`config.mk`:
```
export PLATFORM = sky130hd
export DESIGN_NAME = sar_conv_seq
export DESIGN_NICKNAME = d
export VERILOG_FILES = /design/src/rtl/sar_seq_pkg.sv /design/src/rtl/sar_clkdiv.sv /design/src/rtl/sar_phase_ctrl.sv /design/src/rtl/sar_approx.sv /design/src/rtl/sar_xfer_port.sv /design/src/rtl/sar_conv_seq.sv
export SDC_FILE = /design/constraint.sdc
export NUM_CORES = 1
export LEC_CHECK = 0
export BUFFER_PORTS_ARGS = -buffer_cell sky130_fd_sc_hd__buf_2
export CAP_MARGIN = 25
export CORE_MARGIN = 2
export CORE_UTILIZATION = 45
export DETAILED_ROUTE_END_ITERATION = 6
export PLACE_DENSITY = 0.66
export SKIP_LAST_GASP = 1
export SLEW_MARGIN = 40
export SYNTH_ARGS = -nofsm -noshare
export SYNTH_HDL_FRONTEND = slang
export SYNTH_SLANG_ARGS = --single-unit
```
`constraint.sdc`:
```
create_clock -name clk -period 3.1 [get_ports clk]
set_input_delay 0 -clock clk [delete_from_list [all_inputs] [get_ports clk]]
set_output_delay 0 -clock clk [all_outputs]
set_load 0.005 [all_outputs]
```
`src/rtl/sar_seq_pkg.sv`:
```
package sar_seq_pkg;
  localparam int SYNC_CLKS = 1;
  localparam int DIV_SEL_W = 2;
  localparam int ACQ_SEL_W = 2;
  localparam int MAX_DIV   = 1 << ((1 << DIV_SEL_W) - 1);
  localparam int MAX_ACQ   = 1 << ACQ_SEL_W;

  typedef enum logic [DIV_SEL_W-1:0] {
    DIV_BY1 = 2'b00,
    DIV_BY2 = 2'b01,
    DIV_BY4 = 2'b10,
    DIV_BY8 = 2'b11
  } div_sel_e;

  typedef struct packed {
    div_sel_e               div;
    logic [ACQ_SEL_W-1:0]   acq;
    logic                   xfer;
  } conv_cfg_t;
endpackage

```
`src/rtl/sar_clkdiv.sv`:
```
module sar_clkdiv
  import sar_seq_pkg::*;
(
  input  logic     clk,
  input  logic     rst,
  input  logic     run,
  input  div_sel_e div,
  output logic     tick
);
  localparam int CW = $clog2(MAX_DIV);

  logic [CW-1:0] cnt;
  logic [CW-1:0] lim;

  always_comb begin
    lim  = CW'((32'd1 << div) - 32'd1);
    tick = run && (cnt == lim);
  end

  always_ff @(posedge clk) begin
    if (rst || !run || tick) cnt <= '0;
    else                     cnt <= cnt + 1'b1;
  end

  // prescaler count never passes the selected limit
  assert_div_in_range_R1: assert property (@(posedge clk) disable iff (rst)
    run |-> (cnt <= lim));
endmodule

```
`src/rtl/sar_phase_ctrl.sv`:
```
module sar_phase_ctrl
  import sar_seq_pkg::*;
#(
  parameter int RES_W     = 12,
  parameter int CONV_CLKS = 15
) (
  input  logic                       clk,
  input  logic                       rst,
  input  logic                       start,
  input  conv_cfg_t                  cfg_in,
  input  logic                       cont_en,
  input  logic                       tick,
  output logic                       busy,
  output conv_cfg_t                  cfg_q,
  output logic                       hold,
  output logic                       accept,
  output logic                       bit_init,
  output logic                       bit_step,
  output logic [$clog2(RES_W)-1:0]   bit_pos,
  output logic                       conv_end
);
  localparam int SLOT_W = $clog2(SYNC_CLKS + MAX_ACQ + CONV_CLKS + 1);
  localparam int POS_W  = $clog2(RES_W);

  logic [SLOT_W-1:0] slot;
  logic [SLOT_W-1:0] acq_last;
  logic [SLOT_W-1:0] conv_last;
  logic [SLOT_W-1:0] rel;

  always_comb begin
    acq_last  = SLOT_W'(SYNC_CLKS) + SLOT_W'(cfg_q.acq);
    conv_last = acq_last + SLOT_W'(CONV_CLKS);
    rel       = slot - acq_last - 1'b1;
    accept    = start && !busy;
    conv_end  = tick && (slot == conv_last);
    bit_init  = tick && (slot == acq_last);
    bit_step  = tick && (slot > acq_last) && (slot <= acq_last + SLOT_W'(RES_W));
    bit_pos   = POS_W'(RES_W - 1) - POS_W'(rel);
  end

  always_ff @(posedge clk) begin
    if (rst) begin
      busy  <= 1'b0;
      slot  <= '0;
      hold  <= 1'b0;
      cfg_q <= '0;
    end else if (accept) begin
      busy  <= 1'b1;
      slot  <= '0;
      hold  <= 1'b0;
      cfg_q <= cfg_in;
    end else if (tick) begin
      if (conv_end) begin
        slot <= '0;
        hold <= 1'b0;
        if (cont_en) cfg_q <= cfg_in;
        else         busy  <= 1'b0;
      end else begin
        slot <= slot + 1'b1;
        hold <= (slot >= acq_last);
      end
    end
  end

  // hold only while a conversion runs
  assert_hold_in_busy_R4: assert property (@(posedge clk) disable iff (rst)
    hold |-> busy);
  // hold rises only on an ADC clock boundary
  assert_hold_on_tick_R2: assert property (@(posedge clk) disable iff (rst)
    $rose(hold) |-> $past(tick));
  // between ADC clock ticks the slot position does not move
  assert_slot_steady_R7: assert property (@(posedge clk) disable iff (rst)
    (busy && !tick) |=> $stable(slot));
  // slot count stays inside the conversion
  assert_slot_bound_R3: assert property (@(posedge clk) disable iff (rst)
    busy |-> (slot <= conv_last));
endmodule

```
`src/rtl/sar_approx.sv`:
```
module sar_approx #(
  parameter int RES_W = 12
) (
  input  logic                     clk,
  input  logic                     rst,
  input  logic                     clear,
  input  logic                     bit_init,
  input  logic                     bit_step,
  input  logic [$clog2(RES_W)-1:0] bit_pos,
  input  logic                     cmp_in,
  input  logic                     conv_end,
  output logic [RES_W-1:0]         dac_code,
  output logic [RES_W-1:0]         result,
  output logic                     done
);
  always_ff @(posedge clk) begin
    if (rst || clear) begin
      dac_code <= '0;
    end else if (bit_init) begin
      dac_code <= '0;
      dac_code[RES_W-1] <= 1'b1;
    end else if (bit_step) begin
      dac_code[bit_pos] <= cmp_in;
      if (bit_pos != '0) dac_code[bit_pos - 1'b1] <= 1'b1;
    end
  end

  always_ff @(posedge clk) begin
    if (rst) begin
      result <= '0;
      done   <= 1'b0;
    end else begin
      done <= conv_end;
      if (conv_end) result <= dac_code;
    end
  end

  // result register moves only alongside the done pulse
  assert_result_with_done_R6: assert property (@(posedge clk) disable iff (rst)
    !$stable(result) |-> done);
  // done is a single-cycle pulse
  assert_done_single_R6: assert property (@(posedge clk) disable iff (rst)
    done |=> !done);
endmodule

```
`src/rtl/sar_xfer_port.sv`:
```
module sar_xfer_port #(
  parameter int RES_W  = 12,
  parameter int ADDR_W = 8
) (
  input  logic              clk,
  input  logic              rst,
  input  logic              conv_end,
  input  logic              enable,
  input  logic [RES_W-1:0]  data_in,
  output logic              wr_en,
  output logic [ADDR_W-1:0] wr_addr,
  output logic [RES_W-1:0]  wr_data
);
  logic [ADDR_W-1:0] ptr;

  always_ff @(posedge clk) begin
    if (rst) begin
      wr_en   <= 1'b0;
      wr_addr <= '0;
      wr_data <= '0;
      ptr     <= '0;
    end else begin
      wr_en <= conv_end && enable;
      if (conv_end && enable) begin
        wr_addr <= ptr;
        wr_data <= data_in;
        ptr     <= ptr + 1'b1;
      end
    end
  end

  // consecutive writes use consecutive addresses
  assert_addr_step_R10: assert property (@(posedge clk) disable iff (rst)
    (wr_en && !$past(wr_en)) |-> (wr_addr == ptr - 1'b1));
endmodule

```
`src/rtl/sar_conv_seq.sv`:
```
module sar_conv_seq
  import sar_seq_pkg::*;
#(
  parameter int RES_W     = 12,
  parameter int CONV_CLKS = 15,
  parameter int ADDR_W    = 8
) (
  input  logic              clk,
  input  logic              rst,
  input  logic [1:0]        div_sel,
  input  logic [1:0]        acq_sel,
  input  logic              cont_en,
  input  logic              xfer_en,
  input  logic              start,
  input  logic              cmp_in,
  output logic              hold,
  output logic [RES_W-1:0]  dac_code,
  output logic [RES_W-1:0]  result,
  output logic              done,
  output logic              wr_en,
  output logic [ADDR_W-1:0] wr_addr,
  output logic [RES_W-1:0]  wr_data
);
  localparam int POS_W = $clog2(RES_W);

  conv_cfg_t         cfg_in;
  conv_cfg_t         cfg_q;
  logic              busy;
  logic              tick;
  logic              accept;
  logic              bit_init;
  logic              bit_step;
  logic [POS_W-1:0]  bit_pos;
  logic              conv_end;

  always_comb begin
    cfg_in.div  = div_sel_e'(div_sel);
    cfg_in.acq  = acq_sel;
    cfg_in.xfer = xfer_en;
  end

  sar_clkdiv u_div (
    .clk  (clk),
    .rst  (rst),
    .run  (busy),
    .div  (cfg_q.div),
    .tick (tick)
  );

  sar_phase_ctrl #(.RES_W(RES_W), .CONV_CLKS(CONV_CLKS)) u_ctrl (
    .clk      (clk),
    .rst      (rst),
    .start    (start),
    .cfg_in   (cfg_in),
    .cont_en  (cont_en),
    .tick     (tick),
    .busy     (busy),
    .cfg_q    (cfg_q),
    .hold     (hold),
    .accept   (accept),
    .bit_init (bit_init),
    .bit_step (bit_step),
    .bit_pos  (bit_pos),
    .conv_end (conv_end)
  );

  sar_approx #(.RES_W(RES_W)) u_sar (
    .clk      (clk),
    .rst      (rst),
    .clear    (accept),
    .bit_init (bit_init),
    .bit_step (bit_step),
    .bit_pos  (bit_pos),
    .cmp_in   (cmp_in),
    .conv_end (conv_end),
    .dac_code (dac_code),
    .result   (result),
    .done     (done)
  );

  sar_xfer_port #(.RES_W(RES_W), .ADDR_W(ADDR_W)) u_xfer (
    .clk      (clk),
    .rst      (rst),
    .conv_end (conv_end),
    .enable   (cfg_q.xfer),
    .data_in  (dac_code),
    .wr_en    (wr_en),
    .wr_addr  (wr_addr),
    .wr_data  (wr_data)
  );

  // a streamed word always accompanies done and carries the result
  assert_write_matches_R10: assert property (@(posedge clk) disable iff (rst)
    wr_en |-> (done && (wr_data == result)));
  // done never appears while the block sat idle the cycle before
  assert_done_after_busy_R8: assert property (@(posedge clk) disable iff (rst)
    done |-> $past(busy));
endmodule

```
* Yosys cells after proc, flatten, opt, wreduce, memory -nomap -nowiden
Index checks and enable logic that the tools add are counted.
** Word-level totals
- Memories kept :: 0
- Logic and storage cells :: 79
- Bits in read-only memories :: 0
- Bits in latches :: 0
- Bits of input ports :: 10
- Output and inout bits :: 47
- Memory bits (writable) :: 0
- Flip-flop bits (word level) :: 69
** Cells by class
- Shift-type cells :: 1
- Multiplexer cells :: 18
- Bitwise gates (word level) :: 1
- Reductions and logical operators :: 22
- $lt $le $gt $ge :: 7
- Multipliers :: 0
- Equal/unequal tests :: 4
- Divide/modulo/power cells :: 0
- $add $sub $neg :: 11
** Operators with widths (count)
- 2-to-1 mux 12 bit :: 3
- 2-to-1 mux 5 bit :: 5
- bitwise mux 12 bit :: 1
- OR 12 bit :: 1
- adder 5 x 4 -> 5 bit, second input constant :: 2
- < comparator 4 x 5 -> 1 bit, second input constant :: 2
- logical AND 1 bit :: 9
- adder 8 x 1 -> 8 bit, second input constant :: 1
- demux 1 bit (select 4 bit) :: 2
- >= comparator 4 x 1 -> 1 bit, second input constant :: 2
- nonzero test 2 bit :: 4
- subtractor 4 x 1 -> 4 bit, second input constant :: 2
- 2-to-1 mux 1 bit :: 7
- AND reduction 3 bit :: 2
- adder 5 x 1 -> 5 bit, second input constant :: 1
- == test 5 x 3 -> 1 bit :: 1
- == test 5 bit :: 1
- >= comparator 5 x 3 -> 1 bit :: 1
- > comparator 5 x 3 -> 1 bit :: 1
- <= comparator 5 bit :: 1
- nonzero test 4 bit :: 1
- OR reduction 2 bit :: 2
- subtractor 4 bit :: 1
- subtractor 4 bit, first input constant :: 1
- other kinds (8) :: 10

* Logic depth before layout (Yosys ltp)
- Word-level depth :: 13
- Gate-level depth with buffers :: 12
- Depth with buffers taken out :: 11

* Cells and area by module
Synthesis repeated with hierarchy kept, for this count alone.
** Unflattened totals
- Cell total of the unflattened synthesis :: 353
- Area total of the unflattened synthesis :: 3179.3 µm²
** Modules (own cells, without submodules)
- sar_approx :: cells an instance 108, times used 1, sequential area each 500.5 µm², area an instance 1063.5 µm²
- sar_xfer_port :: cells an instance 130, times used 1, sequential area each 580.6 µm², area an instance 1054.8 µm²
- sar_phase_ctrl :: cells an instance 98, times used 1, sequential area each 240.2 µm², area an instance 890.9 µm²
- sar_clkdiv :: cells an instance 17, times used 1, sequential area each 60.1 µm², area an instance 170.2 µm²

* Worst setup path before layout
OpenSTA, ideal clock, no wires.
- Path kind :: reg2reg
- Start point :: register u_ctrl.cfg_q[1] (netlist name)
- End point :: register u_sar.dac_code[9]
- Path slack :: 213 ps
- Period minus slack after synthesis :: 2887 ps
- Required time :: 3014 ps
- Buffers on the path :: 0
- Arrival time :: 2801 ps
- Cell stages (with the launch flop) :: 11
- Library setup time :: 86 ps
- Cell sequence :: dfxtp_1 -> ha_1 -> ha_1 -> ha_1 -> inv_1 -> fa_1 -> xnor2_1 -> xor2_1 -> nor2_1 -> a32o_1 -> a211oi_1
** Between the ends
- Word-level cells in the longest chain between the ends :: 11
- Elaborated cells on any way between the ends :: 27
- Classes of those cells :: 6 x add/sub; 6 x order compare; 1 x eq/ne; 6 x mux; 1 x bitwise; 7 x reduce/logical
** Ends and longest elaborated chain
- adder 1 x 2 -> 3 bit * :: RTL line sar_phase_ctrl.sv:31 : acq_last = SLOT_W'(SYNC_CLKS) + SLOT_W'(cfg_q.acq);
- subtractor 4 bit :: RTL line sar_phase_ctrl.sv:33 : rel = slot - acq_last - 1'b1;
- subtractor 4 x 1 -> 4 bit :: RTL line sar_phase_ctrl.sv:33
- subtractor 4 bit :: RTL line sar_phase_ctrl.sv:38 : bit_pos = POS_W'(RES_W - 1) - POS_W'(rel);
- subtractor 4 x 1 -> 4 bit, or another cell as far along :: RTL line sar_approx.sv:24 : if (bit_pos != '0) dac_code[bit_pos - 1'b1] <= 1'b1;
- < comparator 4 x 5 -> 1 bit (implied by the code), or another cell as far along :: RTL line sar_approx.sv:24
- logical AND 1 bit (implied by the code) or 2-to-1 mux 1 bit (tied branches) :: RTL line sar_approx.sv:24, sar_approx.sv:23
- 2-to-1 mux 1 bit (implied by the code) or demux 1 bit (select 4 bit) (tied branches)
- demux 1 bit (select 4 bit) or bitwise mux 12 bit (tied branches)
- OR 12 bit (no source line)
- 2-to-1 mux 12 bit :: RTL line sar_approx.sv:24
- end signal, assigned by index :: RTL line sar_approx.sv:23 : dac_code[bit_pos] <= cmp_in;
- end, declared :: RTL line sar_approx.sv:12 : output logic [RES_W-1:0] dac_code,
Every way passes the cells marked *; elsewhere a longest branch is shown, timed or not.
A chain may end at the register's enable or synchronous reset.

* Worst setup path in the final report
- Start point :: register u_ctrl.cfg_q[1] (netlist name)
- End point :: register u_sar.dac_code[3]
** Between the ends
- Word-level cells in the longest chain between the ends :: 11
- Elaborated cells on any way between the ends :: 27
- Classes of those cells :: 6 x add/sub; 6 x order compare; 1 x eq/ne; 6 x mux; 1 x bitwise; 7 x reduce/logical
** Ends and longest elaborated chain (RTL line)
- adder 1 x 2 -> 3 bit * :: sar_phase_ctrl.sv:31
- subtractor 4 bit :: sar_phase_ctrl.sv:33
- subtractor 4 x 1 -> 4 bit :: sar_phase_ctrl.sv:33
- subtractor 4 bit :: sar_phase_ctrl.sv:38
- subtractor 4 x 1 -> 4 bit, or another cell as far along :: sar_approx.sv:24
- < comparator 4 x 5 -> 1 bit (implied by the code), or another cell as far along :: sar_approx.sv:24
- logical AND 1 bit (implied by the code) or 2-to-1 mux 1 bit (tied branches) :: sar_approx.sv:24, sar_approx.sv:23
- 2-to-1 mux 1 bit (implied by the code) or demux 1 bit (select 4 bit) (tied branches)
- demux 1 bit (select 4 bit) or bitwise mux 12 bit (tied branches)
- OR 12 bit (no source line)
- 2-to-1 mux 12 bit :: sar_approx.sv:24
Marked as above.

==> flow_summary.toml <==
[floorplan]
fp.dieArea_sq_mm = 0.00777
rows = 30
die_w_um = 88.1
coreArea_sq_mm = 0.00683
ios = 57
dieHeight_um = 88.1
start_util_pct = 46.6

[timing]
final_hold_viol_count = 0
slew_headroom_pct = 56.3
max_freq_ghz = 0.335
fin_ws_ns = 0.111
finalCritPeriodShare_pct = 96.4
min_period_ns = 2.99
finClkSkew_ns = 0.00777
whs_ns = 0.113
drv_slew = 0
tightest_slew_ns = 0.652
setup_viol = 0

[synth]
yosysWarnings = 0
syn_area_per_cell_sq_um = 8.77
synth_edf_count = 0
ys.flop_type = "dfxtp_1"
syn_inst = 363
synth-compound-area-share_pct = 13.4
synth_xor_area_share_pct = 4.28
synthSimpleGateAreaFrac_pct = 21.6
synthDistinctLibCells = 51
syn_nets = 388
synth_area_sq_mm = 0.00318
yosysTopAreaCellShare_pct = 43.4
ys_seq_elements = 69
muxShareOfSynthArea_pct = 6.29
synth_top_family_by_area = "simple AND/OR/NAND/NOR gates"
synth_fa_ha_area_share_pct = 6.13
synth_area_leaders = "dfxtp_1, nand2_1, mux2i_1"
synth_area_leader_cell = "dfxtp_1"
yosysSeqAreaShare_pct = 43.4
async_flop_share_pct = 0

[pwr]
cellLeakagePower_nw = 1.68
vdd_drop_max_v = 0.000201
total_power_w = 0.00189
powerDensity_mw_per_mm2 = 485

[routing]
via_count = 2760
dr.first_iter.drc_count = 116
routed_wl_um = 7380
route.detailed.drc = 0
wl_per_cell_um = 14.0
ant_nets = 0
dr.pass1.iters = 4
viasPerCell = 5.24

[finish]
layout_common_cells = "dfxtp_1, nand2_1, buf_2"
diodes = 0
area_growth_pct = 22.2
num-nets-final = 451
final_common_cell = "dfxtp_1"
drive_gt1_share_pct = 23.4
fin_area_sq_mm = 0.00389

[setup_path]
cp_max_fo = 6
critPathLaunchType = "flip-flop"
cpMostUsedCell = "ha_1"
path_cells = "ha_1 > ha_1 > ha_1 > inv_1 > fa_1 > xnor2_2 > xnor2_2 > buf_4 > o41ai_1 > a21oi_1"
crit_path_max_incr_delay_ns = 0.47
crit_path_end_kind = "flip-flop"
critPathSlowestCell = "dfxtp_1"
worstPathRequired_ns = 3.30
crit_type = "flip-flop to flip-flop"
worstPathArrival_ns = 3.19

[place]
io_buffers = 56
placed_area_sq_mm = 0.00357
pre_cts_ws_ns = 0.186
dpl.hpwl_um = 5080
finalWeightedCongestion = 0.897

[global_route]
grt_usage_pct = 20.0
grt_max_degree = 52
grt_pass1_vias = 2481
grt_pass1_wl_um = 12000
antenna_found_initial = 0
overflow = 0

[clocking]
cts_num_sinks = 69
clk_latency_ns = 0.34
clkTransAtPathRegs_ns = 0.08
cts_buffers = 9
cts_buffer_depth = 2
cts_max_level = 3
cts_root_buf = "clkbuf_8"
cts_tree = "done"

[run]
cap_violations = 0

[run_status]
status = "completed"

[min_path]
hold_class = "primary input to flip-flop"
## cell type report
cell class                 count  area (sq um)
inverter                      14          52.6
tap                           96           120
clock inverter                 7          73.8
fill                         668          2940
clock buffer                   9           124
sequential                    69          1380
multi-input combinational    258          1690
timing repair buffer          74           450
## sequential cells by signal, indices dropped and copies added (netlist names)
register and count:
u_ctrl.hold 1, u_sar.result 12, u_sar.done 1, u_ctrl.busy 1, u_xfer.wr_addr 8, u_ctrl.slot 5, u_xfer.ptr 8, u_xfer.wr_en 1
u_xfer.wr_data 12, u_ctrl.cfg_q 5, u_sar.dac_code 12, u_div.cnt 3
## final timing paths
path	end	cells past startpoint	from	slack, ns
setup reg to reg	u_sar.dac_code[3]	10	u_ctrl.cfg_q[1]	0.11
hold reg to reg	u_xfer.wr_data[5]	2	u_xfer.wr_data[5]	0.45
setup / recovery	u_sar.dac_code[3]	10	u_ctrl.cfg_q[1]	0.11
hold / removal	u_sar.result[11]	2	rst	0.11
## layer usage
metal	up-vias	GRT usage, %	part of all wire [%]
met3	8	4.15	4.6
met5	-	0	0
li1	1392	-	-
met1	1288	27.0	47
met4	0	8.82	1.1
met2	72	31.1	47
## logic make-up after synthesis
logic type | after synthesis
simple gates | 145
flops | 69
compound gates | 64
buf+inv | 36
mux | 20
fa+ha+maj | 15
xor+xnor | 14
## stage by stage
| step | TNS [ns] | instances | utilization, % |
|---|---|---|---|
| 4_1_cts | 0 | 527 | 56.4 |
| 3_3_place_gp | 0 | 503 | 52.3 |
| 6_report | 0 | 527 | 56.9 |
| 5_1_grt | -0.00864 | 527 | 56.9 |
| 3_5_place_dp | 0 | 503 | 52.3 |
| 2_1_floorplan | 0 | 363 | - |
## power by group
part | switching, W | total [W] | internal, W
sequential | 0.0000123 | 0.000907 | 0.000895
clock | 0.000361 | 0.000735 | 0.000374
combinational | 0.000152 | 0.000246 | 0.0000942
total | 0.000525 | 0.00189 | 0.00136
## what timing repair did
| action | in CTS | in global routing |
|---|---|---|
| setup buffers | 0 | 0 |
| hold endpoints to repair | 7 | 0 |
| hold buffers | 8 | 0 |
| setup endpoints to repair | 0 | 10 |
| gates resized for setup | 0 | 6 |
## synth_stat cells (6+ instances only)
master,n
dfxtp_1,69
nand4_1,8
nor2_1,44
a21oi_1,30
inv_1,14
nor3_1,8
mux2i_1,20
clkbuf_1,14
xnor2_1,6
nand2_1,58
xor2_1,7
a31oi_1,6
ha_1,14
## critical path: cells and delay by family (launching register included)
family	cells	cell delay [ns]
adder cells (fa/ha/maj)	4	1.33
buffers and inverters	2	0.24
XOR/XNOR	2	0.41
flip-flops	1	0.47
AO/OA/AOI/OAI	2	0.41
Power figures use the tool's default switching activity.
